## src/rtl/sram_harv_pkg.sv

```systemverilog
// Shared types of the SRAM entropy harvester.
package sram_harv_pkg;
    typedef enum logic [2:0] {
        ST_IDLE,
        ST_FILL,
        ST_WRITE,
        ST_OFF,
        ST_SETTLE,
        ST_READ,
        ST_HASH,
        ST_DIGEST
    } harv_state_t;
endpackage

```

## src/rtl/sram_harv_timer.sv

```systemverilog
// Countdown used for the power-off and settle waits.
// Assumes load has priority over tick; done is high when one cycle or less remains,
// so a value of zero or one both give a single-cycle wait.
module sram_harv_timer #(
    parameter int CNT_W = 16
) (
    input  logic             clk,
    input  logic             rst_n,
    input  logic             load,
    input  logic [CNT_W-1:0] load_val,
    input  logic             tick,
    output logic             done
);
    localparam logic [CNT_W-1:0] ONE = {{(CNT_W-1){1'b0}}, 1'b1};

    logic [CNT_W-1:0] remain;

    // Load a new wait length or count the current one down.
    always_ff @(posedge clk) begin
        if (!rst_n)
            remain <= '0;
        else if (load)
            remain <= load_val;
        else if (tick && remain > ONE)
            remain <= remain - ONE;
    end

    assign done = (remain <= ONE);
endmodule

```

## src/rtl/sram_harv_addr.sv

```systemverilog
// Address sequencer that walks the whole array once for filling and once for readout.
// Assumes the array holds 2**ADDR_W words; clr wins over step.
module sram_harv_addr #(
    parameter int ADDR_W = 10
) (
    input  logic              clk,
    input  logic              rst_n,
    input  logic              clr,
    input  logic              step,
    output logic [ADDR_W-1:0] addr,
    output logic              at_last
);
    localparam logic [ADDR_W-1:0] TOP = {ADDR_W{1'b1}};
    localparam logic [ADDR_W-1:0] ONE = {{(ADDR_W-1){1'b0}}, 1'b1};

    // Advance or rewind the word pointer.
    always_ff @(posedge clk) begin
        if (!rst_n || clr)
            addr <= '0;
        else if (step)
            addr <= addr + ONE;
    end

    assign at_last = (addr == TOP);
endmodule

```

## src/rtl/sram_entropy_harvester.sv

```systemverilog
// Top of the SRAM entropy harvester: sequences optional prefill, power-off,
// settle, full readout into the hash stream and the digest wait.
// Assumes an asynchronous SRAM whose read data is valid within one clock of
// chip/output enable, and an external tri-state pad driven by sram_data_oe.
module sram_entropy_harvester
    import sram_harv_pkg::*;
#(
    parameter int ADDR_W = 10,
    parameter int DATA_W = 8,
    parameter int CNT_W  = 16,
    parameter int SCNT_W = 16
) (
    input  logic              clk,
    input  logic              rst_n,
    input  logic              run,
    input  logic              prefill_en,
    input  logic [CNT_W-1:0]  off_cycles,
    input  logic [CNT_W-1:0]  settle_cycles,
    output logic              sram_pwr_en,
    output logic              sram_ce,
    output logic              sram_we,
    output logic              sram_oe,
    output logic              sram_data_oe,
    output logic [ADDR_W-1:0] sram_addr,
    output logic [DATA_W-1:0] sram_wdata,
    input  logic [DATA_W-1:0] sram_rdata,
    input  logic              prng_valid,
    input  logic [DATA_W-1:0] prng_data,
    output logic              prng_ready,
    output logic              hash_valid,
    output logic [DATA_W-1:0] hash_data,
    output logic              hash_last,
    input  logic              hash_ready,
    input  logic              digest_valid,
    output logic              busy,
    output logic [SCNT_W-1:0] sample_count
);
    localparam logic [SCNT_W-1:0] SCNT_ONE = {{(SCNT_W-1){1'b0}}, 1'b1};

    harv_state_t       state, nxt;
    logic              tmr_load, tmr_done, tmr_tick;
    logic [CNT_W-1:0]  tmr_val;
    logic              a_clr, a_step, at_last;
    logic [ADDR_W-1:0] word_addr;
    logic [DATA_W-1:0] wdata_q, rdata_q;
    logic              cnt_inc;

    sram_harv_timer #(.CNT_W(CNT_W)) u_timer (
        .clk     (clk),
        .rst_n   (rst_n),
        .load    (tmr_load),
        .load_val(tmr_val),
        .tick    (tmr_tick),
        .done    (tmr_done)
    );

    sram_harv_addr #(.ADDR_W(ADDR_W)) u_addr (
        .clk    (clk),
        .rst_n  (rst_n),
        .clr    (a_clr),
        .step   (a_step),
        .addr   (word_addr),
        .at_last(at_last)
    );

    assign tmr_tick = (state == ST_OFF) || (state == ST_SETTLE);

    // Next-state decode, timer loads and address stepping.
    always_comb begin
        nxt      = state;
        tmr_load = 1'b0;
        tmr_val  = off_cycles;
        a_clr    = 1'b0;
        a_step   = 1'b0;
        cnt_inc  = 1'b0;
        case (state)
            ST_IDLE: begin
                if (run) begin
                    if (prefill_en) begin
                        nxt = ST_FILL;
                    end else begin
                        nxt      = ST_OFF;
                        tmr_load = 1'b1;
                    end
                end
            end
            ST_FILL: begin
                if (prng_valid) nxt = ST_WRITE;
            end
            ST_WRITE: begin
                if (at_last) begin
                    a_clr    = 1'b1;
                    nxt      = ST_OFF;
                    tmr_load = 1'b1;
                end else begin
                    a_step = 1'b1;
                    nxt    = ST_FILL;
                end
            end
            ST_OFF: begin
                if (tmr_done) begin
                    nxt      = ST_SETTLE;
                    tmr_load = 1'b1;
                    tmr_val  = settle_cycles;
                end
            end
            ST_SETTLE: begin
                if (tmr_done) nxt = ST_READ;
            end
            ST_READ: begin
                nxt = ST_HASH;
            end
            ST_HASH: begin
                if (hash_ready) begin
                    if (at_last) begin
                        a_clr = 1'b1;
                        nxt   = ST_DIGEST;
                    end else begin
                        a_step = 1'b1;
                        nxt    = ST_READ;
                    end
                end
            end
            ST_DIGEST: begin
                if (digest_valid) begin
                    cnt_inc = 1'b1;
                    if (!run) begin
                        nxt = ST_IDLE;
                    end else if (prefill_en) begin
                        nxt = ST_FILL;
                    end else begin
                        nxt      = ST_OFF;
                        tmr_load = 1'b1;
                    end
                end
            end
            default: nxt = ST_IDLE;
        endcase
    end

    // State register.
    always_ff @(posedge clk) begin
        if (!rst_n) state <= ST_IDLE;
        else        state <= nxt;
    end

    // Capture pattern words for writing and array words for the hash.
    always_ff @(posedge clk) begin
        if (!rst_n) begin
            wdata_q <= '0;
            rdata_q <= '0;
        end else begin
            if (state == ST_FILL && prng_valid) wdata_q <= prng_data;
            if (state == ST_READ)               rdata_q <= sram_rdata;
        end
    end

    // Completed-sample counter.
    always_ff @(posedge clk) begin
        if (!rst_n)       sample_count <= '0;
        else if (cnt_inc) sample_count <= sample_count + SCNT_ONE;
    end

    assign sram_pwr_en  = (state != ST_OFF);
    assign sram_ce      = (state == ST_WRITE) || (state == ST_READ);
    assign sram_we      = (state == ST_WRITE);
    assign sram_oe      = (state == ST_READ);
    assign sram_data_oe = (state == ST_WRITE);
    assign sram_addr    = sram_ce ? word_addr : '0;
    assign sram_wdata   = (state == ST_WRITE) ? wdata_q : '0;
    assign prng_ready   = (state == ST_FILL);
    assign hash_valid   = (state == ST_HASH);
    assign hash_data    = rdata_q;
    assign hash_last    = (state == ST_HASH) && at_last;
    assign busy         = (state != ST_IDLE);
endmodule

```

## config.mk

```make
export PLATFORM = sky130hd
export DESIGN_NAME = sram_entropy_harvester
export DESIGN_NICKNAME = d
export VERILOG_FILES = /design/src/rtl/sram_harv_pkg.sv /design/src/rtl/sram_harv_timer.sv /design/src/rtl/sram_harv_addr.sv /design/src/rtl/sram_entropy_harvester.sv
export SDC_FILE = /design/constraint.sdc
export NUM_CORES = 1
export LEC_CHECK = 0
export BUFFER_PORTS_ARGS = -buffer_cell sky130_fd_sc_hd__buf_2
export CAP_MARGIN = 25
export CORE_UTILIZATION = 25
export CTS_CLUSTER_DIAMETER = 100
export CTS_CLUSTER_SIZE = 28
export DETAILED_ROUTE_END_ITERATION = 8
export PLACE_DENSITY_LB_ADDON = 0.3
export SETUP_SLACK_MARGIN = 0.3
export SYNTH_ARGS = -nofsm -noshare
export SYNTH_HDL_FRONTEND = slang
export SYNTH_SLANG_ARGS = --single-unit
```

## constraint.sdc

```tcl
create_clock -name clk -period 2 [get_ports clk]
set_input_delay 0.1 -clock clk [delete_from_list [all_inputs] [get_ports clk]]
set_output_delay 0.1 -clock clk [all_outputs]
set_load 0.1 [all_outputs]
```

# After elaboration in Yosys (flattened, before gate mapping)
# Index checks and enable logic that the tools add are counted.
# totals
register_bits,61
in_bits,55
out_inout_bits,51
elab_cells,67
# op_classes
add_sub_neg,3
n_lt_le_gt_ge,2
n_eq_ne,15
muxes,30
n_reduce_logical,11
# ops
cell,n
16-bit 2-to-1 mux,4
3-bit one-hot mux with 8 select lines,1
3-bit 2-to-1 mux,6
"16-bit by 1-bit adder with 16-bit output, second input constant",1
"16-bit by 1-bit greater-than comparator with 1-bit output, second input constant",1
"16-bit by 1-bit <= comparator with 1-bit output, second input constant",1
"16-bit by 1-bit subtractor with 16-bit output, second input constant",1
"3-bit equality test, second input constant",4
"10-bit by 1-bit adder with 10-bit output, second input constant",1
"10-bit equality test, second input constant",1
1-bit 2-to-1 mux,10
10-bit 2-to-1 mux,1
"2-bit inequality test, second input constant",5
2-bit 2-to-1 mux,4
8-bit 2-to-1 mux,1
"3-bit by 2-bit equality test with 1-bit output, second input constant",2
6-bit AND reduction,1
1-bit one-hot mux with 2 select lines,2
1-bit one-hot mux with 4 select lines,1
"3-bit by 1-bit equality test with 1-bit output, second input constant",1
1-bit logical AND,3
3-bit zero test,1
1-bit logical OR,3
"3-bit by 2-bit inequality test with 1-bit output, second input constant",1
4 further kinds,4

# Logic depth before layout (Yosys ltp)
# logic_depth
depth_word,5
mapped_depth,10
mapped_depth_nobuf,8

# By module
# From an unflattened synthesis, not the netlist that was laid out.
# hier_totals
hier_cells,424
hier_area_um2,3475.8
# modules_own_cells
mod,n_inst,cells_each,area_each_um2,seq_area_each_um2
sram_entropy_harvester,1,238,1951.9,700.7
sram_harv_timer,1,136,1069.8,320.3
sram_harv_addr,1,50,454.2,200.2

# Worst setup path after synthesis
# Ideal clock, no wire load.
# synth_path
kind,register to register
startpoint,register state[1]
endpoint,register wdata_q[0]
setup_time_ns,0.128
arrival_time_ns,3.838
required_ns,1.872
path_slack_ns,-1.965
stages_incl_launch_ff,8
n_path_buf,3
period_less_slack_ns,3.965
cell_sequence,dfxtp_1 > buf_2 > clkbuf_1 > nor3b_1 > and2_1 > clkbuf_1 > mux2i_1 > nor2_1
# synth_between
elab_chain_len,2
# synth_rtl
item,line_no,rtl
from (decl),sram_entropy_harvester.sv:40,"harv_state_t state, nxt;"
from (signal assigned),sram_entropy_harvester.sv:144,else state <= nxt;
3-bit by 1-bit equality test with 1-bit output,-,
net prng_ready,sram_entropy_harvester.sv:29,"output logic prng_ready,"
1-bit logical AND,sram_entropy_harvester.sv:153,if (state == ST_FILL && prng_valid) wdata_q <= prng_data;
to (signal assigned),sram_entropy_harvester.sv:153,
to (decl),sram_entropy_harvester.sv:45,"logic [DATA_W-1:0] wdata_q, rdata_q;"
# The timed path passes the listed nets, and every way through them passes these cells.
# A chain may end at the register's enable or synchronous reset.

# Final worst setup path
# layout_path
startpoint,register u_timer.remain[2]
endpoint,register u_timer.remain[0]
# layout_between
elab_chain_len,4
word_cells_on_any_way,9
cone_classes,2 x order compare; 5 x mux; 2 x reduce/logical
# layout_rtl
item,line_no,rtl
from (decl),sram_harv_timer.sv:16,logic [CNT_W-1:0] remain;
from (signal assigned),sram_harv_timer.sv:23,remain <= load_val;
from (signal assigned),sram_harv_timer.sv:25,remain <= remain - ONE;
16-bit by 1-bit <= comparator with 1-bit output,sram_harv_timer.sv:28,assign done = (remain <= ONE);
1-bit 2-to-1 mux or 16-bit 2-to-1 mux (tied branches),sram_entropy_harvester.sv:101,if (tmr_done) begin
1-bit one-hot mux with 4 select lines or 16-bit 2-to-1 mux (tied branches),sram_entropy_harvester.sv:76,case (state)
16-bit 2-to-1 mux or 2-bit nonzero test (tied branches),-,
# Parallel ways exist; a longest one is shown, timed or not.

==> impl_metrics.env <==
export IMPL_cts_root_buf="clkbuf_16"
export IMPL_drive_gt1_share_pct=52.5
export IMPL_cp_common_cell="or3_4"
export IMPL_seq_area_frac_synth_pct=38.2
export IMPL_grt_usage_pct=16.2
export IMPL_multi_input_area_um2=2240
export IMPL_synthFlopType="dfxtp_1"
export IMPL_power_leakage_uw=0.00239
export IMPL_hold_end="wdata_q[7]"
export IMPL_syn_inst=389
export IMPL_p_per_area_nw_per_um2=1340
export IMPL_die_x_um=115
export IMPL_drt_iter0_markers=100
export IMPL_drc=0
export IMPL_cts_tree="yes"
export IMPL_io_buffers=105
export IMPL_met1_usage_pct=20.1
export IMPL_yosysMostFrequentCell="dfxtp_1"
export IMPL_clk_path_buf_depth=2
export IMPL_wl_per_cell_um=13.9
export IMPL_dr_pass1_iters=6
export IMPL_cp_required_ns=2.23
export IMPL_synth_edf_count=0
export IMPL_seq_area_um2=1270
export IMPL_rsz0062_at_grt="yes"
export IMPL_antenna_found_initial=2
export IMPL_hold_viol_final=0
export IMPL_fmax_mhz=479
export IMPL_wl_mm=10.4
export IMPL_area_growth_synth_to_final_pct=79.9
export IMPL_violations="setup timing"
export IMPL_yosysTopAreaCellShare_pct=38.2
export IMPL_globalplace_congestion=0.840
export IMPL_cts_htree_levels=3
export IMPL_synth_warnings=0
export IMPL_syn_nets=448
export IMPL_rrSetupSlack_ns=-0.09
export IMPL_nNetsFinal=635
export IMPL_utilization_pct=47.0
export IMPL_min_period_over_period_pct=104
export IMPL_first_global_vias=3478
export IMPL_ios=106
export IMPL_slew_violations=0
export IMPL_critical_path_class="register to register"
export IMPL_r2r_start="u_timer.remain[2]"
export IMPL_initial_core_util_pct=26.1
export IMPL_cts_buffers=9
export IMPL_layout_setup_ws_ns=-0.0857
export IMPL_skew_ns=0.00640
export IMPL_clk_pin_slew_ns=0.05
export IMPL_hold_class="input port to register"
export IMPL_worst_setup_path_start_kind="register"
export IMPL_met3_usage_pct=3.32
export IMPL_via_per_inst=4.71
export IMPL_hp_start="prng_data[7]"
export IMPL_placementRows=40
export IMPL_die_area_um2=13200
export IMPL_die_y_um=115
export IMPL_grt_first_pass_wirelength_mm=16.6
export IMPL_yosys_area_top_type="dfxtp_1"
export IMPL_synth_cell_type_count=54
export IMPL_worst_pin_slew_ns=0.500
export IMPL_ys_ff_latch=61
export IMPL_async_reset_ff_share_pct=0
export IMPL_syn_area_um2=3190
export IMPL_met2_usage_pct=26.7
export IMPL_setup_viol=12
export IMPL_vias=3536
export IMPL_endpoint_kind="register"
export IMPL_peakVddDrop_v=0.000512
export IMPL_synth_area_leaders="dfxtp_1 (38%), nor2_1 (5.5%), nand2_1 (4.3%)"
export IMPL_timing_rr_end="u_timer.remain[0]"
export IMPL_min_path_cells=3
export IMPL_cp_slowest_cell="or3_4"
export IMPL_yosys_top_cells_count="dfxtp_1 (61), nor2_1 (47), nand2_1 (37), a21oi_1 (27), nand3_1 (17)"
export IMPL_syn_area_per_cell_um2=8.21
export IMPL_cp_data_arrival_time_ns=2.31
export IMPL_gr_max_usage_layer="met2"
export IMPL_status="finished, violations left"
export IMPL_grt_start_max_net_pins=36
export IMPL_r2r_cells=7
export IMPL_path_cells="or3_4 > or3_4 > o21a_2 > buf_4 > xnor2_2 > nor2_1 > o31ai_2"
export IMPL_max_cap_violations=0
export IMPL_slew_headroom_pct=66.9
export IMPL_power_uw=7680
export IMPL_final_antenna_net_count=0
export IMPL_cts_num_sinks=61
export IMPL_core_um2=12200
export IMPL_grt_overflow_total=0
export IMPL_filler_cell_count=1188
export IMPL_finalCriticalPeriod_ns=2.09
export IMPL_clock_latency_ns=0.33
export IMPL_slowest_delay_ns=0.40
export IMPL_path_max_fanout=5
export IMPL_dp_hpwl_mm=7.26
where the power goes:
part / switching [uW] / internal [uW]
Clock: 554 / 956
Combinational: 2380 / 2220
Sequential: 153 / 1420
layout by cell type, fill, tap and decap left out, types with 3 or more instances in the layout:
| master | n |
|---|---|
| mux2i_1 | 10 |
| buf_4 | 71 |
| xnor2_1 | 13 |
| nand2_1 | 34 |
| o211ai_1 | 5 |
| nand2_8 | 3 |
| nand4_1 | 8 |
| dfxtp_2 | 8 |
| clkbuf_16 | 9 |
| nor3_1 | 7 |
| inv_1 | 7 |
| nand3b_1 | 3 |
| nand3_1 | 15 |
| or3_1 | 8 |
| buf_12 | 25 |
| nor2_1 | 43 |
| dfxtp_4 | 10 |
| and2_4 | 10 |
| and4_4 | 3 |
| o21ai_0 | 4 |
| or3_4 | 3 |
| xor2_1 | 12 |
| buf_2 | 79 |
| o21ai_4 | 3 |
| buf_6 | 21 |
| a21oi_1 | 25 |
| dfxtp_1 | 43 |
| and3_4 | 11 |
critical path: cells and delay by family, from the launching register on:
| family | cells | cell delay, ns |
|---|---|---|
| AND/OR/NAND/NOR | 3 | 0.85 |
| AO/OA/AOI/OAI | 2 | 0.52 |
| flip-flops | 1 | 0.32 |
| buffers and inverters | 1 | 0.18 |
| XOR/XNOR | 1 | 0.11 |
worst max path at each step:
stage	start	end	slack, ns
after global routing	u_timer.remain[2]	u_timer.remain[7]	-0.14
final	u_timer.remain[2]	u_timer.remain[0]	-0.09
after CTS	u_timer.remain[2]	u_timer.remain[7]	-0.07
after global placement	state[0]	u_timer.remain[0]	-0.16
after detailed placement	u_timer.remain[12]	u_timer.remain[1]	-0.18
after floorplan	state[1]	u_timer.remain[7]	-0.50
per-stage QoR:
stage | instances | cell area (um2) | hold WS (ns) | setup slack (ns) | TNS, ns
final | 750 | 5740 | 0.00993 | -0.0857 | -0.376
after global routing | 750 | 5740 | 0.00228 | -0.136 | -1.63
after CTS | 740 | 5560 | 0.00143 | -0.0747 | -0.389
after detailed placement | 692 | 4780 | 0.348 | -0.185 | -1.51
after global placement | 692 | 4780 | 0.333 | -0.164 | -1.13
after floorplan | 389 | 3440 | 0.232 | -0.501 | -9.11
routing by layer:
layer  vias up  wire length, um
met5         -               16
met4         2              256
met3        20              478
met2        84             5070
met1      1668             4570
li1       1762                -
kinds of logic after synthesis:
| kind of cell | Yosys count | share of synthesized area, % |
|---|---|---|
| compound gates | 74 | 16.0 |
| xor+xnor | 27 | 7.41 |
| buf+inv | 32 | 4.35 |
| flops | 61 | 38.2 |
| fa+ha+maj | 4 | 1.57 |
| simple gates | 180 | 28.8 |
| mux | 11 | 3.61 |
final cells by class:
| type | instances | area share [%] |
|---|---|---|
| well taps | 168 | 3.66 |
| clock buffers | 11 | 4.05 |
| multi-input cells | 296 | 39.0 |
| flip-flops and latches | 61 | 22.1 |
| repair buffers | 199 | 29.6 |
| inverters | 9 | 0.697 |
| clock inverters | 5 | 0.893 |
| diodes | 1 | 0.0436 |
repair_timing:
| action | in CTS | in global routing |
|---|---|---|
| gates resized for setup | 66 | 28 |
| hold buffers | 1 | 0 |
| hold endpoints to repair | 1 | 0 |
| cloned | 1 | 0 |
| setup buffers | 30 | 9 |
| pin swaps | 29 | 23 |
| setup endpoints to repair | 69 | 64 |
state kept, by name (all words and copies together), names as in the netlist:
signal          cells
wdata_q             8
sample_count       16
u_timer.remain     16
hash_data           8
state               3
u_addr.addr        10
Note: power is estimated with default switching activity, not from simulation.
